--- src/rtl/sg_prd_pkg.sv ---
package sg_prd_pkg;
  localparam int unsigned BOUND_W   = 16;
  localparam logic [15:0] HALF_SPAN = 16'h8000;

  typedef enum logic [2:0] {
    ST_FETCH,
    ST_CHUNK,
    ST_ADDR,
    ST_CNT,
    ST_DRAIN,
    ST_DONE
  } build_state_e;
endpackage

--- src/rtl/sg_chunk_calc.sv ---
module sg_chunk_calc #(
  parameter int unsigned LEN_W = 32
) (
  input  logic [31:0]      addr_i,
  input  logic [LEN_W-1:0] rem_i,
  output logic [15:0]      chunk_len_o
);
  import sg_prd_pkg::*;

  localparam logic [16:0] SPAN = 17'h10000;

  logic [16:0] to_bound;
  logic [16:0] raw_len;

  always_comb begin
    to_bound = SPAN - {1'b0, addr_i[BOUND_W-1:0]};
    if (rem_i >= LEN_W'(to_bound)) raw_len = to_bound;
    else                           raw_len = rem_i[16:0];
    // a full 64 KiB span is cut in half so the count never reads as zero
    chunk_len_o = (raw_len == SPAN) ? HALF_SPAN : raw_len[15:0];
  end

  // p_no_cross_r2
  always_comb begin
    if (rem_i != '0) begin
      assert ((chunk_len_o != 16'd0) &&
              (18'(addr_i[15:0]) + 18'(chunk_len_o) <= 18'h10000))
        else $error("p_no_cross_r2");
    end
  end
endmodule

--- src/rtl/prd_cnt_fmt.sv ---
module prd_cnt_fmt (
  input  logic [15:0] len_i,
  input  logic        packed_i,
  input  logic        final_i,
  output logic [31:0] word_o
);
  logic [15:0] quads_m1;

  always_comb begin
    quads_m1 = {2'b00, len_i[15:2]} - 16'd1;
    if (packed_i) word_o = {quads_m1, 16'h0000};
    else          word_o = {final_i, 15'h0000, len_i};
  end
endmodule

--- src/rtl/sg_prd_builder.sv ---
module sg_prd_builder #(
  parameter int unsigned LEN_W       = 32,
  parameter int unsigned MAX_ENTRIES = 16,
  localparam int unsigned CNT_W      = $clog2(MAX_ENTRIES + 1)
) (
  input  logic             clk_i,
  input  logic             rst_ni,
  input  logic             start_i,
  input  logic             packed_mode_i,
  input  logic             seg_valid_i,
  output logic             seg_ready_o,
  input  logic [31:0]      seg_addr_i,
  input  logic [LEN_W-1:0] seg_len_i,
  input  logic             seg_last_i,
  output logic             word_valid_o,
  input  logic             word_ready_i,
  output logic [31:0]      word_data_o,
  output logic [CNT_W-1:0] entry_count_o,
  output logic             overflow_o,
  output logic             empty_o,
  output logic             done_o
);
  import sg_prd_pkg::*;

  localparam logic [CNT_W-1:0] CNT_MAX = CNT_W'(MAX_ENTRIES);

  build_state_e     state_q;
  logic [31:0]      cur_addr_q;
  logic [LEN_W-1:0] rem_q;
  logic             last_q;
  logic [15:0]      pend_len_q;
  logic             pend_vld_q;
  logic             fin_q;
  logic             mode_q;
  logic [CNT_W-1:0] cnt_q;
  logic             ovf_q;
  logic             empty_q;

  logic [15:0]      chunk_len;
  logic [31:0]      cnt_word;
  logic             seg_fire;
  logic             word_fire;

  sg_chunk_calc #(.LEN_W(LEN_W)) u_chunk (
    .addr_i      (cur_addr_q),
    .rem_i       (rem_q),
    .chunk_len_o (chunk_len)
  );

  prd_cnt_fmt u_fmt (
    .len_i    (pend_len_q),
    .packed_i (mode_q),
    .final_i  (fin_q),
    .word_o   (cnt_word)
  );

  assign seg_ready_o   = (state_q == ST_FETCH) || (state_q == ST_DRAIN);
  assign word_valid_o  = (state_q == ST_ADDR) || (state_q == ST_CNT);
  assign word_data_o   = (state_q == ST_ADDR) ? cur_addr_q : cnt_word;
  assign seg_fire      = seg_valid_i && seg_ready_o;
  assign word_fire     = word_valid_o && word_ready_i;
  assign entry_count_o = cnt_q;
  assign overflow_o    = ovf_q;
  assign empty_o       = empty_q;
  assign done_o        = (state_q == ST_DONE);

  always_ff @(posedge clk_i or negedge rst_ni) begin
    if (!rst_ni) begin
      state_q    <= ST_FETCH;
      cur_addr_q <= '0;
      rem_q      <= '0;
      last_q     <= 1'b0;
      pend_len_q <= '0;
      pend_vld_q <= 1'b0;
      fin_q      <= 1'b0;
      mode_q     <= 1'b0;
      cnt_q      <= '0;
      ovf_q      <= 1'b0;
      empty_q    <= 1'b0;
    end else if (start_i) begin
      state_q    <= ST_FETCH;
      rem_q      <= '0;
      last_q     <= 1'b0;
      pend_vld_q <= 1'b0;
      fin_q      <= 1'b0;
      mode_q     <= packed_mode_i;
      cnt_q      <= '0;
      ovf_q      <= 1'b0;
      empty_q    <= 1'b0;
    end else begin
      unique case (state_q)
        ST_FETCH: if (seg_fire) begin
          if (seg_len_i == '0) begin
            if (seg_last_i) begin
              if (pend_vld_q) begin
                fin_q   <= 1'b1;
                state_q <= ST_CNT;
              end else begin
                empty_q <= 1'b1;
                state_q <= ST_DONE;
              end
            end
          end else begin
            cur_addr_q <= seg_addr_i;
            rem_q      <= seg_len_i;
            last_q     <= seg_last_i;
            state_q    <= ST_CHUNK;
          end
        end
        ST_CHUNK: begin
          if (pend_vld_q) begin
            // a further descriptor exists, so the held count is not final
            fin_q   <= 1'b0;
            state_q <= ST_CNT;
          end else if (cnt_q == CNT_MAX) begin
            ovf_q   <= 1'b1;
            state_q <= last_q ? ST_DONE : ST_DRAIN;
          end else begin
            state_q <= ST_ADDR;
          end
        end
        ST_ADDR: if (word_fire) begin
          pend_len_q <= chunk_len;
          pend_vld_q <= 1'b1;
          cnt_q      <= cnt_q + 1'b1;
          cur_addr_q <= cur_addr_q + 32'(chunk_len);
          rem_q      <= rem_q - LEN_W'(chunk_len);
          if (rem_q == LEN_W'(chunk_len)) begin
            if (last_q) begin
              fin_q   <= 1'b1;
              state_q <= ST_CNT;
            end else begin
              state_q <= ST_FETCH;
            end
          end else begin
            state_q <= ST_CHUNK;
          end
        end
        ST_CNT: if (word_fire) begin
          pend_vld_q <= 1'b0;
          state_q    <= fin_q ? ST_DONE : ST_CHUNK;
        end
        ST_DRAIN: if (seg_fire && seg_last_i) state_q <= ST_DONE;
        ST_DONE: state_q <= ST_DONE;
        default: state_q <= ST_FETCH;
      endcase
    end
  end

  p_hold_r6: assert property (@(posedge clk_i) disable iff (!rst_ni)
    (word_valid_o && !word_ready_i && !start_i) |=> (word_valid_o && $stable(word_data_o)))
    else $error("p_hold_r6");

  p_limit_r7: assert property (@(posedge clk_i) disable iff (!rst_ni)
    entry_count_o <= CNT_MAX)
    else $error("p_limit_r7");

  p_ovf_full_r7: assert property (@(posedge clk_i) disable iff (!rst_ni)
    $rose(overflow_o) |-> (entry_count_o == CNT_MAX))
    else $error("p_ovf_full_r7");

  p_empty_zero_r8: assert property (@(posedge clk_i) disable iff (!rst_ni)
    empty_o |-> (entry_count_o == '0 && !word_valid_o))
    else $error("p_empty_zero_r8");

  p_start_clear_r1: assert property (@(posedge clk_i) disable iff (!rst_ni)
    start_i |=> (entry_count_o == '0 && !overflow_o && !empty_o && !done_o))
    else $error("p_start_clear_r1");
endmodule

--- config.mk ---
export PLATFORM = sky130hd
export DESIGN_NAME = sg_prd_builder
export DESIGN_NICKNAME = d
export VERILOG_FILES = /design/src/rtl/sg_prd_pkg.sv /design/src/rtl/sg_chunk_calc.sv /design/src/rtl/prd_cnt_fmt.sv /design/src/rtl/sg_prd_builder.sv
export SDC_FILE = /design/constraint.sdc
export NUM_CORES = 1
export LEC_CHECK = 0
export BUFFER_PORTS_ARGS = -buffer_cell sky130_fd_sc_hd__buf_2
export CELL_PAD_IN_SITES_DETAIL_PLACEMENT = 1
export CELL_PAD_IN_SITES_GLOBAL_PLACEMENT = 1
export CORE_ASPECT_RATIO = 1.5
export CORE_MARGIN = 3
export CORE_UTILIZATION = 30
export DETAILED_ROUTE_END_ITERATION = 7
export PLACE_DENSITY = 0.58
export SLEW_MARGIN = 20
export SYNTH_ARGS = -nofsm -noshare
export SYNTH_HDL_FRONTEND = slang
export SYNTH_SLANG_ARGS = --single-unit
--- constraint.sdc ---
create_clock -name clk_i -period 7.38 [get_ports clk_i]
set_input_delay 0 -clock clk_i [delete_from_list [all_inputs] [get_ports clk_i]]
set_output_delay 0 -clock clk_i [all_outputs]
set_load 0.05 [all_outputs]
# After elaboration in Yosys (flattened, before gate mapping)
# Cells that the tools add are included.
# op_classes
n_bitwise	1
n_reduce_logical	29
magnitude_cmp	1
n_eq_ne	25
addsub	5
mux	59
# op_table
op	n
2-to-1 mux 32 bit	9
case mux 32 bit (2 select lines)	2
2-to-1 mux 3 bit	12
adder 32 x 16 -> 32 bit	1
== test 32 x 16 -> 1 bit	1
greater-or-equal comparator 32 x 17 -> 1 bit	1
logical NOT 32 bit	1
subtractor 32 x 16 -> 32 bit	1
2-to-1 mux 1 bit	27
inequality test 3 bit (second input constant)	8
case mux 3 bit (6 select lines)	1
nonzero test 2 bit	9
== test 17 bit (second input constant)	1
2-to-1 mux 17 bit	1
subtractor 17 x 16 -> 17 bit (first input constant)	1
2-to-1 mux 16 bit	1
2-to-1 mux 5 bit	3
AND reduction 5 bit	3
subtractor 14 x 1 -> 15 bit (second input constant)	1
AND reduction 3 bit	4
inequality test 2 bit (second input constant)	5
inequality test 3 x 2 -> 1 bit (second input constant)	3
AND reduction 9 bit	1
== test 3 x 2 -> 1 bit (second input constant)	2
other kinds (16)	21
# totals
wordCells	131
out_inout_bits	42
input_bits	71
reg_bits	94

# Depth between registers and ports, before layout
# depth
word_depth	10
ltp_mapped	27
mapped_depth_nobuf	25

# Cells and area by module
# From an unflattened synthesis, not the netlist that was laid out.
# unflattened
hier_cells	1108
hier_area_um2	8648.3
# by_module_without_submodules
mod	instances	seq_area_each_um2	cells_per_inst	area_each_um2
sg_prd_builder	1	2352.3	911	7125.6
sg_chunk_calc	1	0.0	127	1047.3
prd_cnt_fmt	1	0.0	70	475.5

# Least setup slack after synthesis
# No wires, ideal clock.
# synth_timing
kind	register to register
from	register cur_addr_q[4]
to	register fin_q
path_buffers	2
t_required_ns	7.302
setup_ns	0.078
t_arrival_ns	5.689
period_less_slack_ns	5.767
slack_ns	1.613
path_stages_with_launch	25
path_cell_list	dfrtp_1 nor4_4 nand2_1 or3_1 nor4_1 xor2_1 ha_1 nand4_2 nor2_1 a221o_1 o31ai_4 nand2_4 buf_6 a21oi_4 inv_2 o41ai_4 inv_1 ha_1 clkbuf_1 nand4_1 or2_2 nor4_1 a21oi_1 or3_1 a21oi_1
# synth_via
elab_chain_len	8
# synth_lines
item	line	rtl
start, declared	sg_prd_builder.sv:28	logic [31:0] cur_addr_q;
start signal, assigned	sg_prd_builder.sv:104	cur_addr_q <= seg_addr_i;
start signal, assigned	sg_prd_builder.sv:126	cur_addr_q <= cur_addr_q + 32'(chunk_len);
subtractor 17 x 16 -> 17 bit *	sg_chunk_calc.sv:16	to_bound = SPAN - {1'b0, addr_i[BOUND_W-1:0]};
greater-or-equal comparator 32 x 17 -> 1 bit	sg_chunk_calc.sv:17	if (rem_i >= LEN_W'(to_bound)) raw_len = to_bound;
2-to-1 mux 17 bit *	sg_chunk_calc.sv:17	
== test 17 bit	sg_chunk_calc.sv:20	chunk_len_o = (raw_len == SPAN) ? HALF_SPAN : raw_len[15:0];
2-to-1 mux 16 bit *	sg_chunk_calc.sv:20	
net chunk_len[1]	sg_prd_builder.sv:39	logic [15:0] chunk_len;
== test 32 x 16 -> 1 bit *	sg_prd_builder.sv:128	if (rem_q == LEN_W'(chunk_len)) begin
inequality test 3 x 2 -> 1 bit (no line) *	-	
AND reduction 9 bit (no line) *	-	
end signal, assigned	sg_prd_builder.sv:96	fin_q <= 1'b1;
end signal, assigned	sg_prd_builder.sv:113	fin_q <= 1'b0;
end signal, assigned	sg_prd_builder.sv:130	fin_q <= 1'b1;
end, declared	sg_prd_builder.sv:33	logic fin_q;
# The timed path passes the listed nets; every way through them passes the cells marked *.
# A chain may end at the register's enable or synchronous reset.

# Worst setup path after layout
# layout_timing
from	register cur_addr_q[8]
to	register fin_q
# Same word-level chain as after synthesis.

==> metrics.txt <==
status complete, no violations; PortBufs 112; CTS tree built; DRT Pass-1 Iters 7; Top cell by count, worst path nor4_1; largest net degree at the start of global routing 49; Crit path largest cell delay 0.52 ns; Layout Nets 1353; # rows 74; syn nets 1215; Synth area leaders dfrtp_1 (28%), ha_1 (7.6%), nand2_1 (7.3%); CTS clk-pin slew, worst paths 0.07 ns; total global routing overflow 0; post-DP HPWL roughly 26 mm; Post-CTS Setup Bufs 0; CTS Sinks 94; vias in the first global route about 9400; Max-slew headroom 0.3551; worst path cell trace nor4_1 > nand2b_1 > or3_1 > nor4_1 > xor2_1 > ha_1 > nand4_2 > nor2_1 > a221o_1 > o31ai_4 > nand2_4 > a21oi_4 > inv_2 > o41ai_4 > inv_1 > ha_1 > nand4_1 > or2_2 > nor4_1 > a21oi_1 > or3_1 > a21oi_1; synth warn 0; Crit path arrival time between 7 and 8 ns; first-pass GRT wire length 53.65 mm; DRT iter0 DRCs 511; final setup fails 0; Core Area 27590 sq um; GRT Total Usage 0.2280; fin crit period a little under 7 ns; Die Y 212.3 um; share of layout cells above drive strength 1 0.1452; H-tree levels 3; flop2flop setup slack slightly above 0.6 ns; routed vias/inst 5.672; maximum clock rate 0.1479 GHz; leading cell types by count after synthesis nand2_1 (166), dfrtp_1 (94), o21ai_0 (77); final hold violation count 0; Fill cells 3398; Final Routed Wirelength between 30 and 40 mm; synthesized area per cell a little under 8 sq um; Post-synth EDFFs 0; depth of the worst register-to-register path 22; Clock Latency Late Sink 0.37 ns; Die Wd 143.6 um; Top Ports 113; RSZ-0062 raised after global routing no; Antenna Diode Count 0; Synth Flop Type dfrtp_1; drt drc 0; Routed Antenna Nets 0; slowest CP cell ha_1; most numerous cell in the Yosys netlist nand2_1; Final Max Slew Viols 0; global placer's final weighted congestion 0.8505; Max clock buf depth 2; worst hold path type input port to flop; Crit. End Element flop; Synth Cell Area ~8500 sq um; Slew @ Worst Pin ~0.96 ns; synth unique cells 88; Synth Instances 1090; root buf cell clkbuf_16; via count 8933; Worst setup SP type flop; crit path max fanout 12; mean routed wirelength per cell 21.91 um; initial antenna violation count 0; Worst R2R End fin_q; setup_tns 0 ns; Final period util 0.9163; Finished Layout Cells 1575; Area Overhead vs Synth 20.02%; Initial Util 0.3086; Critical R2R Launch cur_addr_q[8]; TritonCTS Buffers 9; register area share after synthesis 0.2763; FF+latch count, synth between 90 and 100; Synth top area share 0.2763; Max-Cap Viols 0; hold endpoint rem_q[11]; Layout Skew about 0.011 ns; hold_sp seg_len_i[11]; placed instance count 1505; Synth area leader dfrtp_1; crit path kind flop to flop; FFs w/ async S/R, synth 1.000; Worst Path Required around 7.7 ns; hold depth 4; Die ar. 30480 sq um
## layout by cell type (no fill, tap or decap), types with 11 or more instances in the layout
master and n:
a21o_1 22, a21oi_1 67, and3_1 21, buf_2 111, buf_4 15, dfrtp_1 94, dlygate4sd3_1 54, ha_1 52
inv_1 42, mux2i_1 12, nand2_1 165, nand3_1 37, nand3b_1 20, nand4_1 14, nor2_1 73, nor3_1 30
nor4_1 18, o211ai_1 14, o21ai_0 77, o21ai_1 12, or3_1 17, or4_1 11, xnor2_1 27, xor2_1 22
## area by class of cell
class | instances | area (sq um) | area share
tap | 342 | 427.9 | 0.04188
inverter | 47 | 176.4 | 0.01726
timing repair buffer | 180 | 1209 | 0.1183
sequential | 94 | 2352 | 0.2302
multi-input combinational | 896 | 5791 | 0.5667
clock inverter | 1 | 5.005 | 0.0004898
clock buffer | 15 | 257.7 | 0.02522
## kinds of logic (layout without fill, tap and decap cells)
logic type,count (synthesis),count (layout),share of synthesized area
XOR/XNOR,49,49,0.05040
multiplexers,14,14,0.01675
buffers and inverters,100,243,0.04673
AND/OR/NAND/NOR,462,462,0.2763
adder cells (fa/ha/maj),54,54,0.08112
AO/OA/AOI/OAI,317,317,0.2525
flip-flops,94,94,0.2763
## repair_timing
item	4_1_cts	5_1_grt
resized for setup	0	1
hold endpoints to repair	99	0
hold buffers	54	0
setup endpoints to repair	0	1
## critical path, delay by kind of cell, from the launching register on
kind,cells,cell delay (ns)
xor+xnor,1,0.27
simple gates,11,3.02
flops,1,0.46
fa+ha+maj,2,0.83
compound gates,6,1.88
buf+inv,2,0.23
## sequential cells by signal, indices dropped and copies added, names as in the netlist
signal	cells
pend_vld_q	1
rem_q	32
pend_len_q	16
empty_o	1
mode_q	1
state_q	3
cur_addr_q	32
fin_q	1
entry_count_o	5
overflow_o	1
last_q	1
## through the flow
step                      worst slack [ns]  area, sq um  hold slack [ns]  utilization
final                               0.6176        10220          0.01515       0.3704
after global routing               0.09210        10220          0.02202       0.3704
after CTS                           0.4763        10210        0.0007764       0.3702
after detailed placement            0.4712         9410          0.09502       0.3411
after global placement              0.6936         9410           0.1015       0.3411
after floorplan                      1.613         8514          -0.2956            -
## metal layers
metal	track usage	part of all wire	vias up
li1	-	-	4282
met1	0.2817	0.43	4468
met2	0.4198	0.53	148
met3	0.02318	0.023	35
met4	0.05783	0.019	0
met5	0	0	-
## worst max-delay path by stage
stage / startpoint / to / slack (ns) / cells after the start
after floorplan: cur_addr_q[4] / fin_q / 1.61 / 24
after global placement: cur_addr_q[4] / fin_q / 0.69 / 22
after detailed placement: cur_addr_q[8] / cur_addr_q[23] / 0.47 / 22
after CTS: cur_addr_q[8] / cur_addr_q[23] / 0.48 / 22
after global routing: cur_addr_q[8] / fin_q / 0.09 / 22
final: cur_addr_q[8] / fin_q / 0.62 / 22
Power is not shown: default switching activity piles up to over one toggle a cycle in this logic, so the estimate is an artifact.
